### config.mk
export PLATFORM = sky130hd
export DESIGN_NAME = pcm_sar_encoder
export DESIGN_NICKNAME = d
export VERILOG_FILES = /design/src/rtl/pcm_sar_encoder.sv
export SDC_FILE = /design/constraint.sdc
export NUM_CORES = 1
export LEC_CHECK = 0
export CAP_MARGIN = 40
export CORE_ASPECT_RATIO = 0.9
export CORE_UTILIZATION = 30
export DETAILED_ROUTE_END_ITERATION = 6
export DONT_BUFFER_PORTS = 1
export PLACE_DENSITY = 0.51
export SLEW_MARGIN = 20
export SYNTH_ARGS = -nofsm -noshare
export SYNTH_HDL_FRONTEND = slang
export SYNTH_SLANG_ARGS = --single-unit
### constraint.sdc
create_clock -name clk -period 1.8 [get_ports clk]
set_input_delay 0.36 -clock clk [delete_from_list [all_inputs] [get_ports clk]]
set_output_delay 0.36 -clock clk [all_outputs]
set_load 0.02 [all_outputs]
### src/rtl/pcm_sar_encoder.sv
module pcm_sar_encoder #(
  parameter int CW = 8
) (
  input  logic          clk,
  input  logic          rst_n,
  input  logic          start_i,
  input  logic          cmp_ge_i,
  input  logic [1:0]    fmt_i,
  output logic [CW-1:0] trial_o,
  output logic          busy_o,
  output logic          done_o,
  output logic [CW-1:0] code_o,
  output logic          sign_o
);
  localparam int IW = $clog2(CW);
  localparam logic [CW-1:0] SEED = CW'(1) << (CW - 1);
  localparam logic [CW-1:0] ALT  = {(CW/2){2'b01}};

  logic [CW-1:0] trial_q, resolved, fmt_word;
  logic [IW-1:0] idx_q;
  logic          busy_q;

  always_comb begin
    resolved = trial_q;
    resolved[idx_q] = cmp_ge_i;
  end

  always_comb begin
    case (fmt_i)
      2'd1:    fmt_word = {resolved[CW-1], ~resolved[CW-2:0]};
      2'd2:    fmt_word = resolved ^ ALT;
      default: fmt_word = resolved;
    endcase
  end

  always_ff @(posedge clk or negedge rst_n) begin
    if (!rst_n) begin
      trial_q <= '0;
      idx_q   <= '0;
      busy_q  <= 1'b0;
      done_o  <= 1'b0;
      code_o  <= '0;
      sign_o  <= 1'b0;
    end else begin
      done_o <= 1'b0;
      if (busy_q) begin
        if (idx_q == '0) begin
          busy_q  <= 1'b0;
          done_o  <= 1'b1;
          trial_q <= resolved;
          code_o  <= fmt_word;
          sign_o  <= resolved[CW-1];
        end else begin
          trial_q <= resolved | (CW'(1) << (idx_q - IW'(1)));
          idx_q   <= idx_q - IW'(1);
        end
      end else if (start_i) begin
        trial_q <= SEED;
        idx_q   <= IW'(CW - 1);
        busy_q  <= 1'b1;
      end
    end
  end

  assign trial_o = trial_q;
  assign busy_o  = busy_q;
endmodule

# Word level (Yosys, flattened, before mapping)
# Cells that the tools add are included.
classes:
  n_reduce_logical: 5
  addsub: 1
  muxes: 15
  order_cmp: 2
  shifts: 1
  bitwise: 3
  n_eq_ne: 3
ops:
  columns: ["op", "count"]
  rows:
  - ["$mux 8", 3]
  - ["$pmux 7 s2", 1]
  - ["$mux 3", 3]
  - ["$bwmux 8", 1]
  - ["$or 8x8->8", 1]
  - ["$shl 1x3->8 const A", 1]
  - ["$not 7->7", 1]
  - ["$mux 1", 6]
  - ["$lt 3x4->1 const B", 1]
  - ["$not 4->4", 1]
  - ["$reduce_and 2->1", 2]
  - ["$demux 1 s3", 1]
  - ["$ge 3x1->1 const B", 1]
  - ["$logic_not 3->1", 1]
  - ["$sub 3x1->3 const B", 1]
  - ["$eq 2x1->1 const B", 1]
  - ["$eq 2x2->1 const B", 1]
  - ["$ne 2x2->1 const B", 1]
  - ["$reduce_bool 2->1", 1]
  - ["$logic_and 1x1->1", 1]
word_totals:
  regBits: 22
  in_bits: 6

# Depth between registers and ports, before layout
# Gate-level depths: netlist of run 1.
depth:
  depth_word: 8
  mapped_depth: 10
  depth_no_buf: 8

# Worst setup path before layout of run 1
# OpenSTA, ideal clock, no wires.
synth_path:
  kind: "flip-flop to flip-flop"
  start: "register idx_q[0]"
  end: "register code_o[7]"
  required_ns: 1.727
  stages_incl_launch_ff: 11
  setup_ns: 0.073
  t_arrival_ns: 1.581
  setup_slack_ns: 0.146
  path_cell_list: "dfrtp_1 > buf_6 > inv_1 > ha_1 > nand2b_1 > or2_1 > buf_6 > inv_6 > buf_8 > nor2_1 > a21oi_2"
synth_between:
  elab_chain_cells: 5
  word_cells_on_any_way: 8
  cone_classes: "order compare (2); mux (3); reduce/logical (3)"
synth_rtl:
  columns: ["item", "line", "text"]
  rows:
  - ["start: declaration", "20", "logic [IW-1:0] idx_q;"]
  - ["start signal: assignment", "55", "idx_q <= idx_q - IW'(1);"]
  - ["start signal: assignment", "59", "idx_q <= IW'(CW - 1);"]
  - ["$lt 3x4->1 (implied by the code) or $ge 3x1->1 (tied branches)", "25", "resolved[idx_q] = cmp_ge_i;"]
  - ["$logic_and 1x1->1 (implied by the code)", "25", null]
  - ["$mux 1 (implied by the code)", "25", null]
  - ["$demux 1 s3", "25", null]
  - ["$bwmux 8", "25", null]
  - ["end signal: assignment", "51", "code_o <= fmt_word;"]
  - ["end: declaration", "12", "output logic [CW-1:0] code_o,"]
# Several ways; a longest one is shown, not always the timed one.
# A chain may end at the register's enable or synchronous reset.

# Worst setup path after layout of run 1
layout_path:
  start: "register idx_q[1]"
  end: "register trial_q[4], in the netlist trial_o[4]"
layout_between:
  elab_chain_cells: 8
  word_cells_on_any_way: 12
  cone_classes: "add/sub (1); order compare (2); shift (1); mux (5); bitwise (1); reduce/logical (2)"
layout_rtl:
  columns: ["item", "line", "text"]
  rows:
  - ["$lt 3x4->1 (implied by the code) or $ge 3x1->1 (tied branches)", "25", null]
  - ["$logic_and 1x1->1 (implied by the code)", "25", null]
  - ["$mux 1 (implied by the code)", "25", null]
  - ["$demux 1 s3", "25", null]
  - ["$bwmux 8", "25", null]
  - ["$or 8x8->8", "54", "trial_q <= resolved | (CW'(1) << (idx_q - IW'(1)));"]
  - ["$mux 8 (*)", "47", "if (idx_q == '0) begin"]
  - ["$mux 8 (*)", "46", "if (busy_q) begin"]
  - ["end signal: assignment", "50", "trial_q <= resolved;"]
  - ["end signal: assignment", "54", null]
  - ["end: declaration", "19", "logic [CW-1:0] trial_q, resolved, fmt_word;"]
# Mark *: on every way between the ends. The rest lies on a longest branch, timed or not.

==> impl_metrics.py, run 1 <==
metrics = {
    "cts": {
        "clock_tree_from_tritoncts": "done",
        "cts_max_path_buffers": 2,
        "ctsHtreeMaxLevel": 1,
        "cts_made_buffers": 3,
        "clock_sinks": 21,
        "clk_root_buffer_cell": "sky130_fd_sc_hd__clkbuf_8",
        "clkTransAtPathRegs_ns": 0.08,
        "post_cts.repair.setup_buffers": 0,
        "clock_latency_ns": 0.26,
    },
    "grt": {
        "grt_antenna_before_repair": 0,
        "grt_start_max_net_pins": 22,
        "grt_use_total_pct": 12.7,
        "gr-total-overflow": 0,
        "grt_first_pass_wirelength_microns": 4440,
        "first_global_vias": 889,
    },
    "finish": {
        "final_nets": 144,
        "finalInstanceArea_sq_um": 1410,
        "n_antenna_cell": 0,
        "flow.area_growth_from_synthesis_pct": 7.76,
        "post_route_cells_drive_above_1_share_pct": 21.5,
    },
    "yosys": {
        "synth_top_cells_by_count": "sky130_fd_sc_hd__dfrtp_1 (21), sky130_fd_sc_hd__mux2i_1 (13), sky130_fd_sc_hd__nor2_1 (11)",
        "edff_count_synth": 0,
        "synthDistinctLibCells": 34,
        "synth_top_area_share_pct": 40.2,
        "netlist_top_cells_area": "sky130_fd_sc_hd__dfrtp_1 (40%), sky130_fd_sc_hd__mux2i_1 (10%), sky130_fd_sc_hd__ha_1 (6.7%), sky130_fd_sc_hd__buf_6 (3.4%), sky130_fd_sc_hd__nor2_1 (3.2%)",
        "synthesis.instances": 125,
        "seq_area_frac_synth_pct": 40.2,
        "yosys_most_used_dff": "sky130_fd_sc_hd__dfrtp_1",
        "synth_top_cell_by_area": "sky130_fd_sc_hd__dfrtp_1",
        "synth-warning-count": 0,
        "syn-num-nets": 138,
        "synth.avg_cell_area_sq_um": 10.5,
        "synth.most_common_cell": "sky130_fd_sc_hd__dfrtp_1",
        "proportion_of_register_bits_with_asynchronous_set_or_reset_after_synthesis_pct": 100,
        "mappedNetlistArea_sq_um": 1310,
        "ys_ff_latch": 21,
    },
    "timing": {
        "achievable_frequency_mhz": 585,
        "fin_hold_ws_ns": 0.0439,
        "setup_viol": 0,
        "period_minus_slack_ns": 1.71,
        "final_max_slew_viol_count": 0,
        "layout_setup_ws_ns": 0.0910,
        "slew_of_the_pin_with_the_lowest_slew_margin_ns": 0.479,
        "setup_tns_ns": 0,
        "finalCritPeriodShare_pct": 94.9,
        "slew-limit-headroom_pct": 68.1,
        "finClkSkew_ns": 0.00494,
        "finalHoldViolations": 0,
        "rsz_0062_raised_after_global_routing": "no",
    },
    "placement": {
        "post-dp-hpwl_microns": 2110,
        "gp_congestion": 0.781,
        "placed_area_sq_um": 1350,
        "port_buffers": 0,
        "pre_cts_ws_ns": 0.0465,
    },
    "drt": {
        "total_length_of_routed_wires_microns": 2860,
        "drt-wirelength-per-cell_microns": 16.1,
        "number_of_antenna_violating_nets_in_the_routed_design": 0,
        "avgViaCountPerCell": 5.15,
        "detail_route.drc_violations": 0,
        "drt-pass1-iter-count": 4,
        "vias": 917,
        "drtIter0Drc": 26,
    },
    "power": {
        "sw_frac_of_total_pct": 46.9,
        "power.sequential.fraction_pct": 40.2,
        "powerDensity_nw_per_um2": 2060,
        "combPwrFrac_pct": 48.9,
        "internal_dissipation_uw": 1540,
        "worst_ir_drop_vdd_mv": 0.815,
        "clkPwrFrac_pct": 10.9,
        "net-switching-power_uw": 1360,
        "power.leakage_uw": 0.000681,
    },
    "worst_setup_path": {
        "critical_path.reg2reg.endpoint": "trial_o[4]",
        "ff2ff_setup_slack_ns": 0.09,
        "cp.arrival_ns": 1.87,
        "worstRegToRegCells": 5,
        "timing.critical_path.to_type": "flip-flop",
        "critPathLaunchType": "flip-flop",
        "required_ns": 1.96,
        "worst_r2r_startpoint": "idx_q[1]",
        "crit_path_max_fanout": 7,
        "path_class": "reg2reg",
    },
    "hold_path": {
        "worst_hold_path_type": "in2async",
    },
    "floorplan": {
        "die_area_sq_um": 4620,
        "placementRows": 22,
        "io-pin-count": 25,
        "floorplan.die.width_microns": 71.6,
        "placeableCoreArea_sq_um": 4130,
        "die_height_microns": 64.6,
        "initial_utilization_pct": 31.6,
    },
    "run_status": {
        "status": "finished clean",
    },
    "flow_run": {
        "cap_viol_max_count": 0,
    },
}
[final cells by class]
type	instances	area (sq um)
Inverter	10	42.5
Timing Repair Buffer	9	65.1
Clock buffer	4	45.0
Sequential cell	21	526
Fill cell	452	2720
Tap cell	48	60.1
Multi-Input combinational cell	86	669
[sequential cells by signal (all words and copies together) (netlist names)]
| register | cells |
|---|---|
| code_o | 8 |
| trial_o | 8 |
| idx_q | 3 |
| busy_o | 1 |
| done_o | 1 |
[routing by layer]
| metal | vias up | routed length (microns) | global-route usage (%) |
|---|---|---|---|
| met5 | - | 0 | 0 |
| met4 | 0 | 4 | 1.47 |
| met2 | 30 | 1300 | 19.4 |
| met1 | 439 | 1370 | 17.7 |
| li1 | 446 | - | - |
| met3 | 2 | 187 | 4.82 |
[power by group through the flow]
stage | sequential (uW) | clock [uW] | combinational [uW]
2_1_floorplan | 1100 | 0 | 1180
3_3_place_gp | 1170 | 0 | 1360
3_5_place_dp | 1180 | 0 | 1370
4_1_cts | 1170 | 325 | 1400
5_1_grt | 1200 | 342 | 1560
6_report | 1170 | 315 | 1420
[layout by cell type, fill, tap and decap left out, types with 4 or more instances in the layout]
master | Yosys | routed
sky130_fd_sc_hd__dfrtp_1 | 21 | 21
sky130_fd_sc_hd__mux2i_1 | 13 | 12
sky130_fd_sc_hd__nand2_1 | 4 | 4
sky130_fd_sc_hd__ha_1 | 7 | 6
sky130_fd_sc_hd__inv_1 | 9 | 9
sky130_fd_sc_hd__o21ai_1 | 4 | 4
sky130_fd_sc_hd__and3_1 | 6 | 6
sky130_fd_sc_hd__buf_4 | 1 | 8
sky130_fd_sc_hd__nor2_1 | 11 | 11
sky130_fd_sc_hd__a21oi_2 | 4 | 4
[worst max-delay path by stage]
stage,start,end,slack [ns],cells past startpoint
after detailed placement,idx_q[1],trial_o[4],0.05,5
after floorplan,idx_q[0],code_o[7],0.15,10
final,idx_q[1],trial_o[4],0.09,5
after global routing,idx_q[1],trial_o[4],0.01,5
after CTS,idx_q[1],trial_o[4],0.02,5
after global placement,idx_q[1],trial_o[4],0.08,5
[through the flow]
step	instances	utilization, %	total power [uW]
4_1_cts	178	34.1	2900
5_1_grt	178	34.1	3100
6_report	178	34.1	2900
3_5_place_dp	173	32.7	2550
2_1_floorplan	125	-	2280
3_3_place_gp	173	32.7	2530
[repair_timing]
item	4_1_cts	5_1_grt
gates resized for setup	0	2
hold buffers	1	0
hold endpoints to repair	21	0
endpoints found under the setup margin	0	6
[worst max-delay path, cell delays in order (launching register included)]
cell and delay [ns]:
sky130_fd_sc_hd__dfrtp_1 0.45, sky130_fd_sc_hd__inv_1 0.13, sky130_fd_sc_hd__ha_1 0.29, sky130_fd_sc_hd__mux2i_2 0.39, sky130_fd_sc_hd__o21ai_0 0.16, sky130_fd_sc_hd__a21o_1 0.19
[kinds of logic after synthesis]
kind of cell | after synthesis | share of synthesized area, %
flip-flops | 21 | 40.2
AND/OR/NAND/NOR | 37 | 16.3
adder cells (fa/ha/maj) | 7 | 6.70
buffers and inverters | 18 | 9.00
multiplexers | 17 | 13.9
AO/OA/AOI/OAI | 25 | 13.9
No activity file was read; power rests on OpenSTA's default activity.
==> inputs of run 2 (changes only) <==
- REMOVE_ABC_BUFFERS: default -> 1
- SKIP_LAST_GASP: default -> 1
==> impl_metrics.py, run 2 (synthesis gave the netlist of run 1 again) <==
metrics = {
    "finish": {
        "finalInstanceArea_sq_um": 1410,
        "layout.core_utilization_pct": 34.1,
        "mostFrequentLayoutCells": "sky130_fd_sc_hd__dfrtp_1 (19), sky130_fd_sc_hd__mux2i_1 (12), sky130_fd_sc_hd__nor2_1 (11), sky130_fd_sc_hd__inv_1 (9), sky130_fd_sc_hd__buf_4 (8)",
        "fill_cell_total_of_the_finished_layout": 432,
        "final_nets": 144,
        "final_common_cell": "sky130_fd_sc_hd__dfrtp_1",
        "n_antenna_cell": 0,
        "flow.area_growth_from_synthesis_pct": 7.85,
        "post_route_cells_drive_above_1_share_pct": 23.1,
    },
    "worst_setup_path": {
        "cp.arrival_ns": 1.86,
        "required_ns": 1.96,
        "crit_path_max_fanout": 7,
        "critical_path.slowest_cell": "sky130_fd_sc_hd__dfrtp_2",
        "critPathLaunchType": "flip-flop",
        "timing.critical_path.to_type": "flip-flop",
        "crit_path_cell_trace": "inv_1, ha_1, mux2i_2, o21ai_0, a21o_1",
        "path_class": "reg2reg",
        "critical_path.n_buffers_inverters": 1,
        "max_stage_delay_ns": 0.46,
        "critical_path.top_delay_family": "flip-flops",
    },
    "placement": {
        "placed_area_sq_um": 1350,
        "post-dp-hpwl_microns": 2080,
        "gp_congestion": 0.820,
        "port_buffers": 0,
        "pre_cts_ws_ns": 0.0487,
    },
    "power": {
        "internal_dissipation_uw": 1540,
        "net-switching-power_uw": 1360,
        "power.leakage_uw": 0.000684,
        "powerDensity_nw_per_um2": 2060,
        "worst_ir_drop_vdd_mv": 0.733,
        "sw_frac_of_total_pct": 46.8,
        "clkPwrFrac_pct": 11.1,
        "power.sequential.fraction_pct": 40.9,
        "combPwrFrac_pct": 48.1,
    },
    "floorplan": {
        "initial_utilization_pct": 31.6,
        "placementRows": 22,
        "io-pin-count": 25,
        "die_height_microns": 64.6,
        "placeableCoreArea_sq_um": 4130,
        "die_area_sq_um": 4620,
        "floorplan.die.width_microns": 71.6,
    },
    "drt": {
        "detail_route.drc_violations": 0,
        "total_length_of_routed_wires_microns": 2860,
        "drtIter0Drc": 36,
        "number_of_antenna_violating_nets_in_the_routed_design": 0,
        "vias": 909,
        "avgViaCountPerCell": 5.11,
        "drt-pass1-iter-count": 4,
        "drt-wirelength-per-cell_microns": 16.1,
    },
    "grt": {
        "gr-total-overflow": 0,
        "grt_start_max_net_pins": 22,
        "grt_use_total_pct": 13.0,
        "first_global_vias": 919,
        "grt_first_pass_wirelength_microns": 4570,
        "grt_antenna_before_repair": 0,
    },
    "timing": {
        "final_max_slew_viol_count": 0,
        "slew_of_the_pin_with_the_lowest_slew_margin_ns": 0.496,
        "finalCritPeriodShare_pct": 94.2,
        "finClkSkew_ns": 0.00252,
        "layout_setup_ws_ns": 0.104,
        "rsz_0062_raised_after_global_routing": "no",
        "achievable_frequency_mhz": 589,
        "setup_viol": 0,
        "setup_tns_ns": 0,
        "period_minus_slack_ns": 1.70,
        "slew-limit-headroom_pct": 66.9,
        "finalHoldViolations": 0,
    },
    "flow_run": {
        "cap_viol_max_count": 0,
    },
    "hold_path": {
        "worst_hold_path_type": "in2async",
    },
    "cts": {
        "ctsHtreeMaxLevel": 1,
        "clkTransAtPathRegs_ns": 0.08,
        "clock_tree_from_tritoncts": "done",
        "clock_latency_ns": 0.27,
        "clock_sinks": 21,
        "clk_root_buffer_cell": "sky130_fd_sc_hd__clkbuf_8",
        "cts_max_path_buffers": 2,
        "cts_made_buffers": 3,
    },
    "run_status": {
        "status": "finished clean",
    },
}
## run 2: routing by layer
| layer | track usage [%] | wire (microns) | vias up |
|---|---|---|---|
| li1 | - | - | 445 |
| met1 | 18.3 | 1490 | 435 |
| met2 | 19.0 | 1210 | 26 |
| met3 | 4.98 | 156 | 3 |
| met4 | 2.21 | 13 | 0 |
| met5 | 0 | 0 | - |
## run 2: worst register-to-register path: stages, from the launching register on
cell	delay (ns)
sky130_fd_sc_hd__dfrtp_2	0.46
sky130_fd_sc_hd__inv_1	0.13
sky130_fd_sc_hd__ha_1	0.31
sky130_fd_sc_hd__mux2i_2	0.38
sky130_fd_sc_hd__o21ai_0	0.13
sky130_fd_sc_hd__a21o_1	0.19
## run 2: repair_timing
action | CTS | global route
setup endpoints to repair | 0 | 4
endpoints found under the hold margin | 21 | 0
gates resized for setup | 0 | 3
hold buffers | 1 | 0
setup buffers | 0 | 0
## run 2: area by class of cell
cell class | count | area (sq um) | share of cell area, %
Clock buffer | 3 | 41.3 | 2.93
Clock inverter | 1 | 5.00 | 0.355
Inverter | 10 | 42.5 | 3.02
Multi-Input combinational cell | 86 | 667 | 47.3
Sequential cell | 21 | 528 | 37.5
Tap cell | 48 | 60.1 | 4.26
Timing Repair Buffer | 9 | 65.1 | 4.62
## run 2: power groups by stage
stage | registers [uW] | logic [uW] | clock network [uW]
floorplan | 1200 | 942 | 0
CTS | 1180 | 1400 | 334
global route | 1220 | 1550 | 346
detailed placement | 1190 | 1370 | 0
global placement | 1190 | 1350 | 0
finish | 1180 | 1390 | 320
## run 2: final timing paths
check | startpoint | endpoint | slack, ns | depth (start not counted)
worst min-delay path | rst_n | code_o[7] | 0.05 | 1
worst max-delay path | idx_q[0] | trial_o[4] | 0.10 | 5
worst max register to register | idx_q[0] | trial_o[4] | 0.10 | 5
max in group asynchronous | rst_n | idx_q[0] | 1.39 | 1
min in group clk | start_i | trial_o[7] | 0.28 | 2
worst min register to register | code_o[3] | code_o[3] | 0.63 | 2
## run 2: metrics by stage
stage	total power (uW)	instances	hold WS, ns
detailed placement	2560	173	0.0650
CTS	2910	178	0.281
floorplan	2140	117	0.0644
global route	3110	178	0.0841
finish	2900	178	0.0464
global placement	2540	173	0.0650
==> inputs of run 3 (changes only) <==
- GPL_TIMING_DRIVEN: default -> 0
- PLACE_DENSITY: 0.51 -> 0.52
- clock period: 1.8 -> 1.36 ns (I/O delays scaled with it)
==> impl_metrics.py, run 3 (synthesis gave the netlist of run 1 again) <==
metrics = {
    "run_status": {
        "status": "finished, violations left",
        "violated_checks": "negative setup slack",
    },
    "timing": {
        "layout_setup_ws_ns": -0.201,
        "slew-limit-headroom_pct": 66.7,
        "final_max_slew_viol_count": 0,
        "period_minus_slack_ns": 1.56,
        "setup_viol": 18,
        "slew_of_the_pin_with_the_lowest_slew_margin_ns": 0.499,
        "achievable_frequency_mhz": 641,
        "finalHoldViolations": 0,
        "rsz_0062_raised_after_global_routing": "yes",
        "fin_hold_ws_ns": 0.201,
        "setup_tns_ns": -2.49,
        "finalCritPeriodShare_pct": 115,
        "finClkSkew_ns": 0.00504,
    },
    "cts": {
        "ctsHtreeMaxLevel": 1,
        "clk_root_buffer_cell": "sky130_fd_sc_hd__clkbuf_8",
        "clock_tree_from_tritoncts": "done",
        "clkTransAtPathRegs_ns": 0.08,
        "clock_sinks": 21,
        "cts_max_path_buffers": 2,
        "clock_latency_ns": 0.27,
        "cts_made_buffers": 3,
    },
    "power": {
        "power_uw": 4690,
        "powerDensity_nw_per_um2": 2770,
        "power.leakage_uw": 0.000757,
        "worst_ir_drop_vdd_mv": 1.19,
    },
    "worst_setup_path": {
        "worstRegToRegCells": 4,
        "critical_path.n_buffers_inverters": 1,
        "required_ns": 1.51,
        "timing.critical_path.to_type": "flip-flop",
        "ff2ff_setup_slack_ns": -0.20,
        "cp.arrival_ns": 1.71,
        "crit_path_max_fanout": 4,
        "crit_path_cell_trace": "buf_6, nor3_4, mux2_4, a221o_1",
        "max_stage_delay_ns": 0.47,
        "critical_path.slowest_cell": "sky130_fd_sc_hd__dfrtp_2",
        "critical_path.top_delay_family": "flip-flops",
        "critPathLaunchType": "flip-flop",
        "critical_path.reg2reg.endpoint": "trial_o[0]",
        "cp.depth": 4,
        "crit_start": "idx_q[1]",
        "path_class": "reg2reg",
        "worst_r2r_startpoint": "idx_q[1]",
        "critPathCapture": "trial_o[0]",
    },
    "floorplan": {
        "io-pin-count": 25,
        "placementRows": 22,
        "initial_utilization_pct": 31.6,
        "die_height_microns": 64.6,
        "floorplan.die.width_microns": 71.6,
        "placeableCoreArea_sq_um": 4130,
        "die_area_sq_um": 4620,
    },
    "drt": {
        "avgViaCountPerCell": 5.25,
        "number_of_antenna_violating_nets_in_the_routed_design": 0,
        "drtIter0Drc": 54,
        "total_length_of_routed_wires_microns": 3440,
        "drt-wirelength-per-cell_microns": 18.1,
        "detail_route.drc_violations": 0,
        "drt-pass1-iter-count": 4,
        "vias": 997,
    },
    "grt": {
        "grt_start_max_net_pins": 22,
        "grt_antenna_before_repair": 0,
        "first_global_vias": 961,
        "grt_use_total_pct": 15.3,
        "gr-total-overflow": 0,
        "grt_first_pass_wirelength_microns": 5310,
    },
    "finish": {
        "post_route_cells_drive_above_1_share_pct": 45.1,
        "n_antenna_cell": 0,
        "final_common_cell": "sky130_fd_sc_hd__dfrtp_1",
        "layout.core_utilization_pct": 40.9,
        "fill_cell_total_of_the_finished_layout": 405,
        "final_cells": 190,
        "flow.area_growth_from_synthesis_pct": 29.4,
        "final_nets": 156,
        "mostFrequentLayoutCells": "sky130_fd_sc_hd__dfrtp_1 (17), sky130_fd_sc_hd__buf_4 (11), sky130_fd_sc_hd__nor2_1 (9)",
    },
    "placement": {
        "placed_cells_incl_taps": 165,
        "gp_congestion": 0.788,
        "port_buffers": 0,
        "post-dp-hpwl_microns": 1940,
    },
    "flow_run": {
        "cap_viol_max_count": 0,
    },
    "hold_path": {
        "worst_hold_path_type": "in2reg",
    },
}
==> run 3: cell types whose count changed in the layout (fill, tap and decap cells not counted), moves of 3 or more <==
cell                      delta
sky130_fd_sc_hd__mux2i_2     +4
sky130_fd_sc_hd__inv_4       +3
sky130_fd_sc_hd__nor3b_1     -3
sky130_fd_sc_hd__inv_1       -3
sky130_fd_sc_hd__mux2i_1     -6
sky130_fd_sc_hd__buf_4       +3
sky130_fd_sc_hd__buf_6       +5
sky130_fd_sc_hd__ha_1        -3
==> run 3: final cells by class <==
type                       instances  area, sq um  area share (%)
clock buffer                       4         45.0            2.66
inverter                          10         53.8            3.18
multi-input combinational         86          803            47.5
sequential                        21          533            31.5
tap                               48         60.1            3.55
timing repair buffer              20          189            11.2
timing repair inverter             1         6.26           0.370
==> run 3: worst min path at each step <==
stage	start	endpoint	slack [ns]	cells past startpoint
5_1_grt	start_i	trial_o[7]	0.20	2
3_3_place_gp	rst_n	code_o[7]	-0.02	0
6_report	start_i	trial_o[7]	0.20	2
2_1_floorplan	rst_n	busy_o	-0.02	0
3_5_place_dp	rst_n	code_o[7]	-0.02	0
4_1_cts	start_i	trial_o[7]	0.20	2
==> run 3: routing by layer <==
layer,up-vias,global-route usage [%],routed length (microns)
li1,470,-,-
met1,494,22.1,1660
met2,31,21.8,1560
met3,2,5.29,206
met4,0,3.19,10
met5,-,0,0
==> run 3: power by group <==
| part | internal [uW] | switching, uW | leakage (uW) | total, uW |
|---|---|---|---|---|
| clock network | 209 | 224 | 0.0000228 | 434 |
| registers | 954 | 759 | 0.000241 | 1710 |
| logic | 1390 | 1160 | 0.000493 | 2540 |
==> run 3: worst register-to-register path: stages, from the launching register on <==
cell	delay, ns
sky130_fd_sc_hd__dfrtp_2	0.47
sky130_fd_sc_hd__buf_6	0.15
sky130_fd_sc_hd__nor3_4	0.17
sky130_fd_sc_hd__mux2_4	0.34
sky130_fd_sc_hd__a221o_1	0.31
==> run 3: timing repair <==
item                                    in CTS  in global routing
hold endpoints to repair                    21                 11
gates cloned                                 1                  0
endpoints found under the setup margin      21                 21
buffers inserted                            14                  4
hold buffers                                 1                  1
pin swaps                                   11                  8
resized for setup                           30                 19
==> run 3: stage by stage <==
step / cell area, sq um / setup slack, ns
finish: 1690 / -0.201
global route: 1690 / -0.253
CTS: 1570 / -0.173
detailed placement: 1290 / -0.764
global placement: 1290 / -0.715
floorplan: 1230 / -0.355
